===== src/rtl/dvi_cfg_pkg.sv =====
package dvi_cfg_pkg;
  localparam int SUBW = 8;
  localparam logic [3:0] DEV_PREFIX = 4'b0111;
  localparam logic [SUBW-1:0] SA_VEN_LO = 8'h00;
  localparam logic [SUBW-1:0] SA_VEN_HI = 8'h01;
  localparam logic [SUBW-1:0] SA_DEV_LO = 8'h02;
  localparam logic [SUBW-1:0] SA_DEV_HI = 8'h03;
  localparam logic [SUBW-1:0] SA_REV    = 8'h04;
  localparam logic [SUBW-1:0] SA_FMIN   = 8'h06;
  localparam logic [SUBW-1:0] SA_FMAX   = 8'h07;
  localparam logic [SUBW-1:0] SA_MODE   = 8'h08;
  localparam logic [SUBW-1:0] SA_MON    = 8'h09;
  localparam logic [SUBW-1:0] SA_SKEW   = 8'h0A;
  localparam logic [SUBW-1:0] SA_CFG    = 8'h0B;
  localparam logic [SUBW-1:0] SA_TUNE   = 8'h0C;
  typedef enum logic [2:0] {PH_IDLE, PH_DEV, PH_SUB, PH_WDAT, PH_RDAT, PH_SKIP} phase_t;
endpackage


===== src/rtl/dvi_line_sync.sv =====
module dvi_line_sync #(
  parameter int STAGES = 2
) (
  input  logic clk,
  input  logic rst_n,
  input  logic din,
  output logic dout,
  output logic rise,
  output logic fall
);
  logic [STAGES-1:0] pipe_q, pipe_d;
  logic prev_q;

  always_comb begin
    pipe_d = {pipe_q[STAGES-2:0], din};
  end

  always_ff @(posedge clk or negedge rst_n) begin
    if (!rst_n) begin
      pipe_q <= '1;
      prev_q <= 1'b1;
    end else begin
      pipe_q <= pipe_d;
      prev_q <= pipe_q[STAGES-1];
    end
  end

  assign dout = pipe_q[STAGES-1];
  assign rise = dout & ~prev_q;
  assign fall = ~dout & prev_q;
endmodule


===== src/rtl/dvi_byte_engine.sv =====
module dvi_byte_engine
  import dvi_cfg_pkg::*;
(
  input  logic            clk,
  input  logic            rst_n,
  input  logic            scl,
  input  logic            sda,
  input  logic            scl_rise,
  input  logic            scl_fall,
  input  logic            sda_rise,
  input  logic            sda_fall,
  input  logic [2:0]      dev_pins,
  input  logic [7:0]      rd_data,
  output logic [SUBW-1:0] sub_addr,
  output logic            wr_stb,
  output logic [7:0]      wr_data,
  output logic            sda_oe
);
  localparam logic [3:0] LAST_BIT = 4'd7;
  localparam logic [3:0] ACK_SLOT = 4'd8;

  phase_t          phase_q, phase_d;
  logic [3:0]      cnt_q, cnt_d;
  logic [7:0]      shf_q, shf_d;
  logic [7:0]      tx_q, tx_d;
  logic [SUBW-1:0] ptr_q, ptr_d;
  logic            ack_q, ack_d;
  logic            oe_q, oe_d;
  logic            stb_q, stb_d;
  logic            start_ev, stop_ev, active;

  assign start_ev = scl & sda_fall;
  assign stop_ev  = scl & sda_rise;
  assign active   = (phase_q != PH_IDLE) && (phase_q != PH_SKIP);

  always_comb begin
    phase_d = phase_q;
    cnt_d   = cnt_q;
    shf_d   = shf_q;
    tx_d    = tx_q;
    ptr_d   = ptr_q;
    ack_d   = ack_q;
    oe_d    = oe_q;
    stb_d   = 1'b0;
    if (start_ev) begin
      phase_d = PH_DEV;
      cnt_d   = '0;
      ack_d   = 1'b0;
      oe_d    = 1'b0;
    end else if (stop_ev) begin
      phase_d = PH_IDLE;
      cnt_d   = '0;
      ack_d   = 1'b0;
      oe_d    = 1'b0;
    end else if (scl_rise && active) begin
      if (cnt_q != ACK_SLOT) begin
        shf_d = {shf_q[6:0], sda};
        cnt_d = cnt_q + 4'd1;
        if (cnt_q == LAST_BIT) begin
          if (phase_q == PH_DEV) ack_d = (shf_q[6:0] == {DEV_PREFIX, dev_pins});
          else                   ack_d = (phase_q != PH_RDAT);
        end
      end else begin
        cnt_d = '0;
        ack_d = 1'b0;
        unique case (phase_q)
          PH_DEV: begin
            if (!ack_q) phase_d = PH_SKIP;
            else if (shf_q[0]) begin
              phase_d = PH_RDAT;
              tx_d    = rd_data;
            end else phase_d = PH_SUB;
          end
          PH_SUB: begin
            ptr_d   = shf_q;
            phase_d = PH_WDAT;
          end
          PH_WDAT: begin
            stb_d   = 1'b1;
            phase_d = PH_SKIP;
          end
          default: phase_d = PH_SKIP;
        endcase
      end
    end else if (scl_fall) begin
      if (phase_q == PH_RDAT) oe_d = (cnt_q != ACK_SLOT) && !tx_q[~cnt_q[2:0]];
      else                    oe_d = (cnt_q == ACK_SLOT) && ack_q;
    end
  end

  always_ff @(posedge clk or negedge rst_n) begin
    if (!rst_n) begin
      phase_q <= PH_IDLE;
      cnt_q   <= '0;
      ack_q   <= 1'b0;
      oe_q    <= 1'b0;
      stb_q   <= 1'b0;
    end else begin
      phase_q <= phase_d;
      cnt_q   <= cnt_d;
      ack_q   <= ack_d;
      oe_q    <= oe_d;
      stb_q   <= stb_d;
    end
  end

  always_ff @(posedge clk) begin
    shf_q <= shf_d;
    tx_q  <= tx_d;
    ptr_q <= ptr_d;
  end

  assign sub_addr = ptr_q;
  assign wr_stb   = stb_q;
  assign wr_data  = shf_q;
  assign sda_oe   = oe_q;
endmodule


===== src/rtl/dvi_cfg_regfile.sv =====
module dvi_cfg_regfile
  import dvi_cfg_pkg::*;
(
  input  logic            clk,
  input  logic            rst_n,
  input  logic            wr_stb,
  input  logic [SUBW-1:0] addr,
  input  logic [7:0]      wr_data,
  output logic [7:0]      rd_data,
  input  logic            hot_plug,
  input  logic            rx_sense,
  input  logic            vref_low,
  input  logic [2:0]      gp_in,
  input  logic [7:0]      cfg_in,
  output logic            pwr_on,
  output logic [4:0]      mode_bits,
  output logic [2:0]      mon_sel,
  output logic [2:0]      dsk_step,
  output logic            dsk_en,
  output logic [7:0]      tune_byte
);
  logic       pwr_q;
  logic [2:0] msel_q;
  logic [4:0] mode_q;
  logic [2:0] dsk_q;
  logic       dsken_q;
  logic [7:0] tune_q;
  logic       we_mode, we_mon, we_skew, we_tune;

  assign we_mode = wr_stb && (addr == SA_MODE);
  assign we_mon  = wr_stb && (addr == SA_MON);
  assign we_skew = wr_stb && (addr == SA_SKEW);
  assign we_tune = wr_stb && (addr == SA_TUNE);

  always_ff @(posedge clk or negedge rst_n) begin
    if (!rst_n) begin
      pwr_q  <= 1'b0;
      msel_q <= '0;
    end else begin
      if (we_mode) pwr_q  <= wr_data[0];
      if (we_mon)  msel_q <= wr_data[2:0];
    end
  end

  always_ff @(posedge clk) begin
    if (we_mode) mode_q <= wr_data[5:1];
    if (we_skew) begin
      dsk_q   <= wr_data[2:0];
      dsken_q <= wr_data[3];
    end
    if (we_tune) tune_q <= wr_data;
  end

  always_comb begin
    unique case (addr)
      SA_VEN_LO: rd_data = 8'h01;
      SA_DEV_LO: rd_data = 8'h06;
      SA_FMIN:   rd_data = 8'h19;
      SA_FMAX:   rd_data = 8'h64;
      SA_MODE:   rd_data = {2'b00, mode_q, pwr_q};
      SA_MON:    rd_data = {1'b0, vref_low, rx_sense, hot_plug, 1'b0, msel_q};
      SA_SKEW:   rd_data = {1'b0, gp_in, dsken_q, dsk_q};
      SA_CFG:    rd_data = cfg_in;
      SA_TUNE:   rd_data = tune_q;
      default:   rd_data = 8'h00;
    endcase
  end

  assign pwr_on    = pwr_q;
  assign mode_bits = mode_q;
  assign mon_sel   = msel_q;
  assign dsk_step  = dsk_q;
  assign dsk_en    = dsken_q;
  assign tune_byte = tune_q;
endmodule


===== src/rtl/dvi_cfg_regs.sv =====
module dvi_cfg_regs
  import dvi_cfg_pkg::*;
#(
  parameter int SYNC_STAGES = 2
) (
  input  logic       clk,
  input  logic       rst_n,
  input  logic       scl_i,
  input  logic       sda_i,
  output logic       sda_oe,
  input  logic [2:0] dev_pins,
  input  logic       hot_plug,
  input  logic       rx_sense,
  input  logic       vref_low,
  input  logic [2:0] gp_in,
  input  logic [7:0] cfg_in,
  output logic       pwr_on,
  output logic       edge_rise,
  output logic       wide_bus,
  output logic       dual_edge,
  output logic       hs_en,
  output logic       vs_en,
  output logic [2:0] mon_sel,
  output logic [2:0] dsk_step,
  output logic       dsk_en,
  output logic [7:0] tune_byte
);
  logic [1:0]      rst_pipe_q;
  logic            srst_n;
  logic            scl_s, scl_r, scl_f;
  logic            sda_s, sda_r, sda_f;
  logic [SUBW-1:0] sub_addr;
  logic            wr_stb;
  logic [7:0]      wr_data, rd_data;
  logic [4:0]      mode_bits;

  always_ff @(posedge clk or negedge rst_n) begin
    if (!rst_n) rst_pipe_q <= '0;
    else        rst_pipe_q <= {rst_pipe_q[0], 1'b1};
  end
  assign srst_n = rst_pipe_q[1];

  dvi_line_sync #(.STAGES(SYNC_STAGES)) scl_sync_i (
    .clk(clk), .rst_n(srst_n), .din(scl_i), .dout(scl_s), .rise(scl_r), .fall(scl_f));
  dvi_line_sync #(.STAGES(SYNC_STAGES)) sda_sync_i (
    .clk(clk), .rst_n(srst_n), .din(sda_i), .dout(sda_s), .rise(sda_r), .fall(sda_f));

  dvi_byte_engine eng_i (
    .clk(clk), .rst_n(srst_n), .scl(scl_s), .sda(sda_s),
    .scl_rise(scl_r), .scl_fall(scl_f), .sda_rise(sda_r), .sda_fall(sda_f),
    .dev_pins(dev_pins), .rd_data(rd_data), .sub_addr(sub_addr),
    .wr_stb(wr_stb), .wr_data(wr_data), .sda_oe(sda_oe));

  dvi_cfg_regfile regs_i (
    .clk(clk), .rst_n(srst_n), .wr_stb(wr_stb), .addr(sub_addr),
    .wr_data(wr_data), .rd_data(rd_data),
    .hot_plug(hot_plug), .rx_sense(rx_sense), .vref_low(vref_low),
    .gp_in(gp_in), .cfg_in(cfg_in),
    .pwr_on(pwr_on), .mode_bits(mode_bits), .mon_sel(mon_sel),
    .dsk_step(dsk_step), .dsk_en(dsk_en), .tune_byte(tune_byte));

  assign edge_rise = mode_bits[0];
  assign wide_bus  = mode_bits[1];
  assign dual_edge = mode_bits[2];
  assign hs_en     = mode_bits[3];
  assign vs_en     = mode_bits[4];
endmodule


===== config.mk =====
export PLATFORM = sky130hd
export DESIGN_NAME = dvi_cfg_regs
export DESIGN_NICKNAME = d
export VERILOG_FILES = /design/src/rtl/dvi_cfg_pkg.sv /design/src/rtl/dvi_line_sync.sv /design/src/rtl/dvi_byte_engine.sv /design/src/rtl/dvi_cfg_regfile.sv /design/src/rtl/dvi_cfg_regs.sv
export SDC_FILE = /design/constraint.sdc
export NUM_CORES = 1
export LEC_CHECK = 0
export BUFFER_PORTS_ARGS = -buffer_cell sky130_fd_sc_hd__buf_2
export CORE_ASPECT_RATIO = 1.5
export CORE_UTILIZATION = 60
export CTS_CLUSTER_SIZE = 10
export DETAILED_ROUTE_END_ITERATION = 10
export GPL_TIMING_DRIVEN = 0
export PLACE_DENSITY = 0.83
export SKIP_LAST_GASP = 1
export SYNTH_ARGS = -nofsm -noshare
export SYNTH_HDL_FRONTEND = slang
export SYNTH_SLANG_ARGS = --single-unit

===== constraint.sdc =====
create_clock -name clk -period 1.8 [get_ports clk]
set_input_delay 0.27 -clock clk [delete_from_list [all_inputs] [get_ports clk]]
set_output_delay 0.27 -clock clk [all_outputs]
set_load 0.01 [all_outputs]

==> results by group, run 1 <==
STA
  • Worst-margin pin slew: a little over 0.8 ns
  • Max Slew Vio Count: 0
  • Sum Neg Setup Slack: -1.16 ns
  • Final worst path period share: 1.08
  • Final WS setup: -0.140 ns
  • Unrepaired setup endpoints after global routing: yes
  • Hold Vio Cnt, Final: 0
  • Post-Route Skew: roughly 0.008 ns
  • Fmax: 515 MHz
  • Relative slew slack: 0.457
  • Final Critical Period: roughly 1.9 ns
  • Worst Hold Slack: 0.0305 ns
  • Final setup fails: 15

Clocking
  • Clock Tree Buf Depth: 2
  • Root Driver: clkbuf_8
  • CTS H-tree lvls: 3
  • TritonCTS clock tree: built
  • Clock sink count: 63
  • Worst-Skew Late Latency: 0.34 ns
  • TritonCTS Buffers: 9
  • Worst-path clk slew: about 0.060 ns

Critical path
  • CP required: 1.85 ns
  • Crit Reg-Reg Endpoint: eng_i.sub_addr[0]
  • CP endpoint kind: flip-flop
  • Crit path from: eng_i.cnt_q[1]
  • CP arrival: about 2.0 ns
  • Crit path max fanout: 8
  • CP Launch Type: flip-flop
  • Crit Path Category: flip-flop to flip-flop
  • Setup slack, reg-to-reg: -0.14 ns
  • Reg2reg path depth: 6
  • R2R Path Start: eng_i.cnt_q[1]

Floorplan
  • Starting Density: 0.631
  • Die H: 86.6 um
  • Row count: 30
  • Die Area: a little over 5000 um2
  • Chip width: just under 60 um
  • Top Ports: between 40 and 50
  • Core Region: about 4500 um2

Power
  • Power, Total: around 2.9 mW
  • Clk pwr share: 0.351
  • Sequential power share: 0.560
  • Pint: roughly 2.2 mW
  • Power density over the cells: between 800 and 900 nW/um2
  • Switching share of power: 0.240
  • Max IR drop VDD: 0.000672 V
  • Gate power share: 0.089
  • Sw Pwr: approximately 0.70 mW
  • Leak Pwr: 1.41 nW

Place
  • I/O Buffers: 42
  • HPWL after DPL: approximately 4400 um
  • Placer congestion estimate: ~0.90
  • Dpl ws: -0.665 ns
  • Placed Area: around 3200 um2

Outcome
  • Status: finished, violations left
  • Failing checks: setup timing

Hold path
  • Hold Crit Class: primary input to flip-flop
  • Worst Hold End: scl_sync_i.pipe_q[0]
  • Worst Hold Depth: 1
  • Hold path startpoint: scl_i

Logic synthesis
  • Compound-cell area share of the yosys netlist: 0.119
  • Fraction of the yosys area taken by sequential cells: 0.625
  • Mapped cell area: between 2000 and 3000 um2
  • Mean Syn Cell Area: between 10 and 15 um2
  • Ys async rst share: 0.349
  • Largest area contributor in the netlist: edfxtp_1
  • Share of the synthesized area in the top cell type: 0.430
  • EDFF count, synth: between 40 and 50
  • Syn Nets: 237
  • Gate Count Post-Synth: approximately 210
  • Adder-cell share of the synthesized area: 0.00874
  • Post-synthesis register bit count: 63
  • Area contributors post-synth: edfxtp_1 43%, dfrtp_1 14%, dfstp_2 5.5%, a21oi_1 2.3%, mux2i_1 2.1%
  • Yosys cell types: 55
  • Largest family of logic cells by synthesized area: simple AND/OR/NAND/NOR gates
  • Ys flop type: edfxtp_1
  • Mux share of post-synthesis cell area: 0.0603
  • Synth Area in XOR/XNOR: 0.0179
  • Post-synthesis simple-gate area fraction: 0.148
  • Ys Warns: 0

Drt
  • WL/cell: ~18 um
  • Pre-Repair DR Iteration Count: 4
  • First DRT Iteration DRCs: approximately 170
  • Via count: 2074
  • DRC Markers: 0
  • Detailed-route wire length: ~6400 um
  • Drt via density: 5.89
  • Number of routed nets with antenna violations: 0

Final layout
  • Fraction of layout cells with a size suffix above 1: 0.406
  • Design Area, Final: 3590 um2
  • Commonest non-fill, non-tap cell in the layout: buf_2
  • Area added between synthesis and finish: 25.5%
  • Antenna diode count: 0
  • Nets: ~310
  • Area of the multi-input gates: roughly 1100 um2
  • Commonest non-fill, non-tap cells in the layout: 42 x buf_2, 41 x edfxtp_1, 16 x buf_4
  • Filler instances: 288
  • Register area: approximately 1800 um2

GRT
  • GRT Util Overall: 0.267
  • First-pass GRT wire length: ~9400 um
  • Antenna violations before repair: 0
  • Largest net degree at the start of global routing: 21
  • GRT overflow: 0
  • Number of global-route vias before repair: about 2.0k

Job
  • Max cap viols: 0
==> cell usage after synthesis (4+ instances only) <==
master and count:
and3b_1 4, a21o_1 6, dfrtp_1 16, mux2i_1 6, dfstp_2 6, nor2_1 8
o21ai_0 5, nor2b_1 5, xnor2_1 4, nand2_1 15, a21oi_1 13, inv_1 6
nand3_1 4, edfxtp_1 41, nor3_1 4, nor3b_1 5, clkbuf_1 5
==> sequential cells by signal, indices dropped and copies added (netlist names), 2 cells and up <==
register / flops
eng_i.cnt_q: 4
eng_i.phase_q: 3
eng_i.sub_addr: 8
eng_i.tx_q: 8
eng_i.wr_data: 8
regs_i.dsk_step: 3
regs_i.mode_bits: 5
regs_i.mon_sel: 3
regs_i.tune_byte: 8
rst_pipe_q: 2
scl_sync_i.pipe_q: 2
sda_sync_i.pipe_q: 2
==> routing by layer <==
metal  track usage  vias to the layer above  wire length (um)
met5             0                        -                 0
met4         0.149                        0               170
met3        0.0597                       14               210
met2         0.481                       62              3660
met1         0.281                     1037              2410
li1              -                      961                 -
==> power groups by stage <==
stage | Clock, mW | Combinational, mW | Sequential (mW)
global route | 1.09 | 0.278 | 1.63
detailed placement | 0 | 0.162 | 1.67
finish | 1.02 | 0.259 | 1.63
global placement | 0 | 0.151 | 1.66
CTS | 1.04 | 0.220 | 1.63
floorplan | 0 | 0.111 | 1.65
==> through the flow <==
stage | cells | utilization
after floorplan | 214 | -
after global placement | 320 | 0.700
after detailed placement | 320 | 0.700
after CTS | 345 | 0.770
after global routing | 352 | 0.791
final | 352 | 0.791
==> worst max-delay path by stage <==
stage	to	slack, ns	cells past startpoint
finish	eng_i.sub_addr[0]	-0.14	6
global route	eng_i.sub_addr[5]	-0.20	6
CTS	eng_i.sub_addr[0]	-0.09	6
detailed placement	eng_i.wr_data[1]	-0.67	4
global placement	eng_i.wr_data[1]	-0.61	4
floorplan	eng_i.sub_addr[0]	-0.21	4
==> what timing repair did <==
item,CTS,global route
buffers inserted,9,8
setup endpoints to repair,38,41
endpoints found under the hold margin,2,0
cloned,0,0
resized for setup,18,11
pin swaps,3,4
hold buffers,1,0
==> worst max-delay path, stage by stage (launching register included) <==
cell	delay (ns)
dfrtp_2	0.41
inv_2	0.08
ha_4	0.13
nand3b_1	0.16
or3_4	0.45
nor4b_4	0.24
buf_6	0.18
==> area by class of cell <==
type	count	share of cell area
Sequential cell	63	0.499
Inverter	6	0.00696
Buffer	6	0.00940
Timing Repair Buffer	60	0.101
Multi-Input combinational cell	137	0.315
Clock buffer	10	0.0355
Clock inverter	6	0.0104
Tap cell	64	0.0223
==> cell families after synthesis <==
kind of cell,count (synthesis)
buffers and inverters,14
other,1
xor gates and xnor gates,5
DFF,63
and+or+nand+nor,66
adders and majority gates,2
AOI/OAI and AO/OA,50
muxes,13
Power figures use the tool's default switching activity.
==> inputs of run 2 (changes only) <==
--- a/config.mk
+++ b/config.mk
@@ -12,6 +12,7 @@
 export DETAILED_ROUTE_END_ITERATION = 10
 export GPL_TIMING_DRIVEN = 0
 export PLACE_DENSITY = 0.83
+export SETUP_SLACK_MARGIN = 0.5
 export SKIP_LAST_GASP = 1
 export SYNTH_ARGS = -nofsm -noshare
 export SYNTH_HDL_FRONTEND = slang
==> results by group, run 2 (synthesis gave the netlist of run 1 again) <==
Clocking
  • CTS H-tree lvls: 3
  • Clock sink count: 63
  • TritonCTS clock tree: built
  • TritonCTS Buffers: 9
  • Root Driver: clkbuf_8
  • Worst-Skew Late Latency: 0.35 ns
  • Clock Tree Buf Depth: 2
  • Worst-path clk slew: 0.07 ns

Power
  • Max IR drop VDD: roughly 0.001 V
  • Power density over the cells: ~840 nW/um2
  • Leak Pwr: between 1.5 and 2 nW

Drt
  • Met1 wire length: ~3200 um
  • WL/cell: 24.8 um
  • Drt via density: roughly 6.6
  • First DRT Iteration DRCs: roughly 260
  • Via count: 2509
  • Detailed-route wire length: between 9000 and 10000 um
  • DR WL met2: approximately 4900 um
  • WL met3: 764 um
  • Max Used Layer: met4
  • DRC Markers: 0
  • Number of routed nets with antenna violations: 0
  • Pre-Repair DR Iteration Count: 6

Place
  • HPWL after DPL: between 4000 and 5000 um
  • Dpl ws: -0.492 ns
  • Placed Cells: 320
  • I/O Buffers: 42
  • Placer congestion estimate: approximately 0.91
  • Placed Area: between 3000 and 4000 um2

Final layout
  • Area added between synthesis and finish: 43.1%
  • Commonest non-fill, non-tap cell in the layout: buf_2
  • Design Area, Final: slightly above 4000 um2
  • Nets: 334
  • Commonest non-fill, non-tap cells in the layout: 42 x buf_2, 41 x edfxtp_1, 27 x buf_4
  • Antenna diode count: 0
  • Filler instances: about 170
  • Fraction of layout cells with a size suffix above 1: 0.528
  • Post-route non-filler standard cell count: 380

GRT
  • Largest net degree at the start of global routing: 21
  • GRT Util Overall: 0.347
  • Number of global-route vias before repair: between 2k and 2.5k
  • Antenna violations before repair: 0
  • First-pass GRT wire length: approximately 12000 um
  • GRT overflow: 0

STA
  • Final WS setup: -0.263 ns
  • Max Slew Vio Count: 0
  • Sum Neg Setup Slack: -3.04 ns
  • Worst-margin pin slew: 0.854 ns
  • Hold Vio Cnt, Final: 0
  • Final worst path period share: 1.15
  • Fmax: ~480 MHz
  • Worst Hold Slack: between 0.015 and 0.02 ns
  • Final Critical Period: between 2 and 2.5 ns
  • Post-Route Skew: ~0.014 ns
  • Relative slew slack: 0.431
  • Final setup fails: 28
  • Unrepaired setup endpoints after global routing: yes

Floorplan
  • Row count: 30
  • Die Area: 5060 um2
  • Core Region: 4540 um2
  • Die H: approximately 87 um
  • Chip width: roughly 58 um
  • Top Ports: 43
  • Starting Density: 0.631

Outcome
  • Failing checks: setup timing
  • Status: finished, violations left

Job
  • Max cap viols: 0

Critical path
  • Crit Path Category: flip-flop to flip-flop
  • CP arrival: 2.12 ns
  • CP Launch Type: flip-flop
  • CP endpoint kind: flip-flop
  • CP required: 1.86 ns
  • Crit path max fanout: 8

Hold path
  • Hold Crit Class: primary input to flip-flop
-- run 2: cell types whose count changed in the layout (fill, tap and decap cells not counted), moves of 3 or more --
cell        delta
a21oi_4        +3
buf_6         +16
clkinvlp_4     -3
buf_4         +11
a21oi_1        -4
-- run 2: report_power, final --
group          switching (mW)  internal (mW)  leakage [nW]  total (mW)
clock                   0.567          0.855         0.114        1.42
combinational           0.187          0.210         0.883       0.397
sequential             0.0495           1.58         0.645        1.63
-- run 2: repair_timing --
| item | CTS | global route |
|---|---|---|
| setup endpoints to repair | 63 | 63 |
| setup buffers | 24 | 19 |
| hold buffers | 1 | 0 |
| resized for setup | 42 | 21 |
| pin swaps | 17 | 9 |
| endpoints found under the hold margin | 2 | 0 |
-- run 2: layer usage --
layer | global-route usage | vias to the layer above
li1 | - | 1019
met1 | 0.385 | 1219
met2 | 0.604 | 218
met3 | 0.0642 | 53
met4 | 0.214 | 0
met5 | 0 | -
-- run 2: area by class of cell --
class / instances / area (um2) / share of cell area
buffer: 8 / 70.1 / 0.0171
clock buffer: 13 / 159 / 0.0388
clock inverter: 3 / 65.1 / 0.0159
inverter: 6 / 22.5 / 0.00549
multi-input combinational: 137 / 1290 / 0.314
sequential: 63 / 1790 / 0.437
tap: 64 / 80.1 / 0.0195
timing repair buffer: 86 / 621 / 0.151
-- run 2: per-stage QoR --
| step | utilization | power, mW |
|---|---|---|
| 2_1_floorplan | - | 1.76 |
| 6_report | 0.902 | 3.45 |
| 3_3_place_gp | 0.715 | 1.82 |
| 3_5_place_dp | 0.715 | 1.83 |
| 4_1_cts | 0.851 | 3.30 |
| 5_1_grt | 0.902 | 3.53 |
-- run 2: worst max-delay path: stages (launching register included) --
cell and delay, ns:
dfrtp_2 0.43, inv_2 0.11, ha_4 0.15, nand3b_1 0.13, or3_4 0.45, nor4b_4 0.29, buf_6 0.21
-- run 2: final timing paths --
kind,from,endpoint,slack [ns],cells after the start
min reg2reg,rst_pipe_q[1],eng_i.phase_q[0],0.36,0
max in group asynchronous,rst_pipe_q[1],eng_i.cnt_q[1],0.85,0
min in group asynchronous,rst_n,rst_pipe_q[0],0.22,2
max,eng_i.cnt_q[0],eng_i.sub_addr[6],-0.26,6
max reg2reg,eng_i.cnt_q[0],eng_i.sub_addr[6],-0.26,6
min,sda_i,sda_sync_i.pipe_q[0],0.02,1
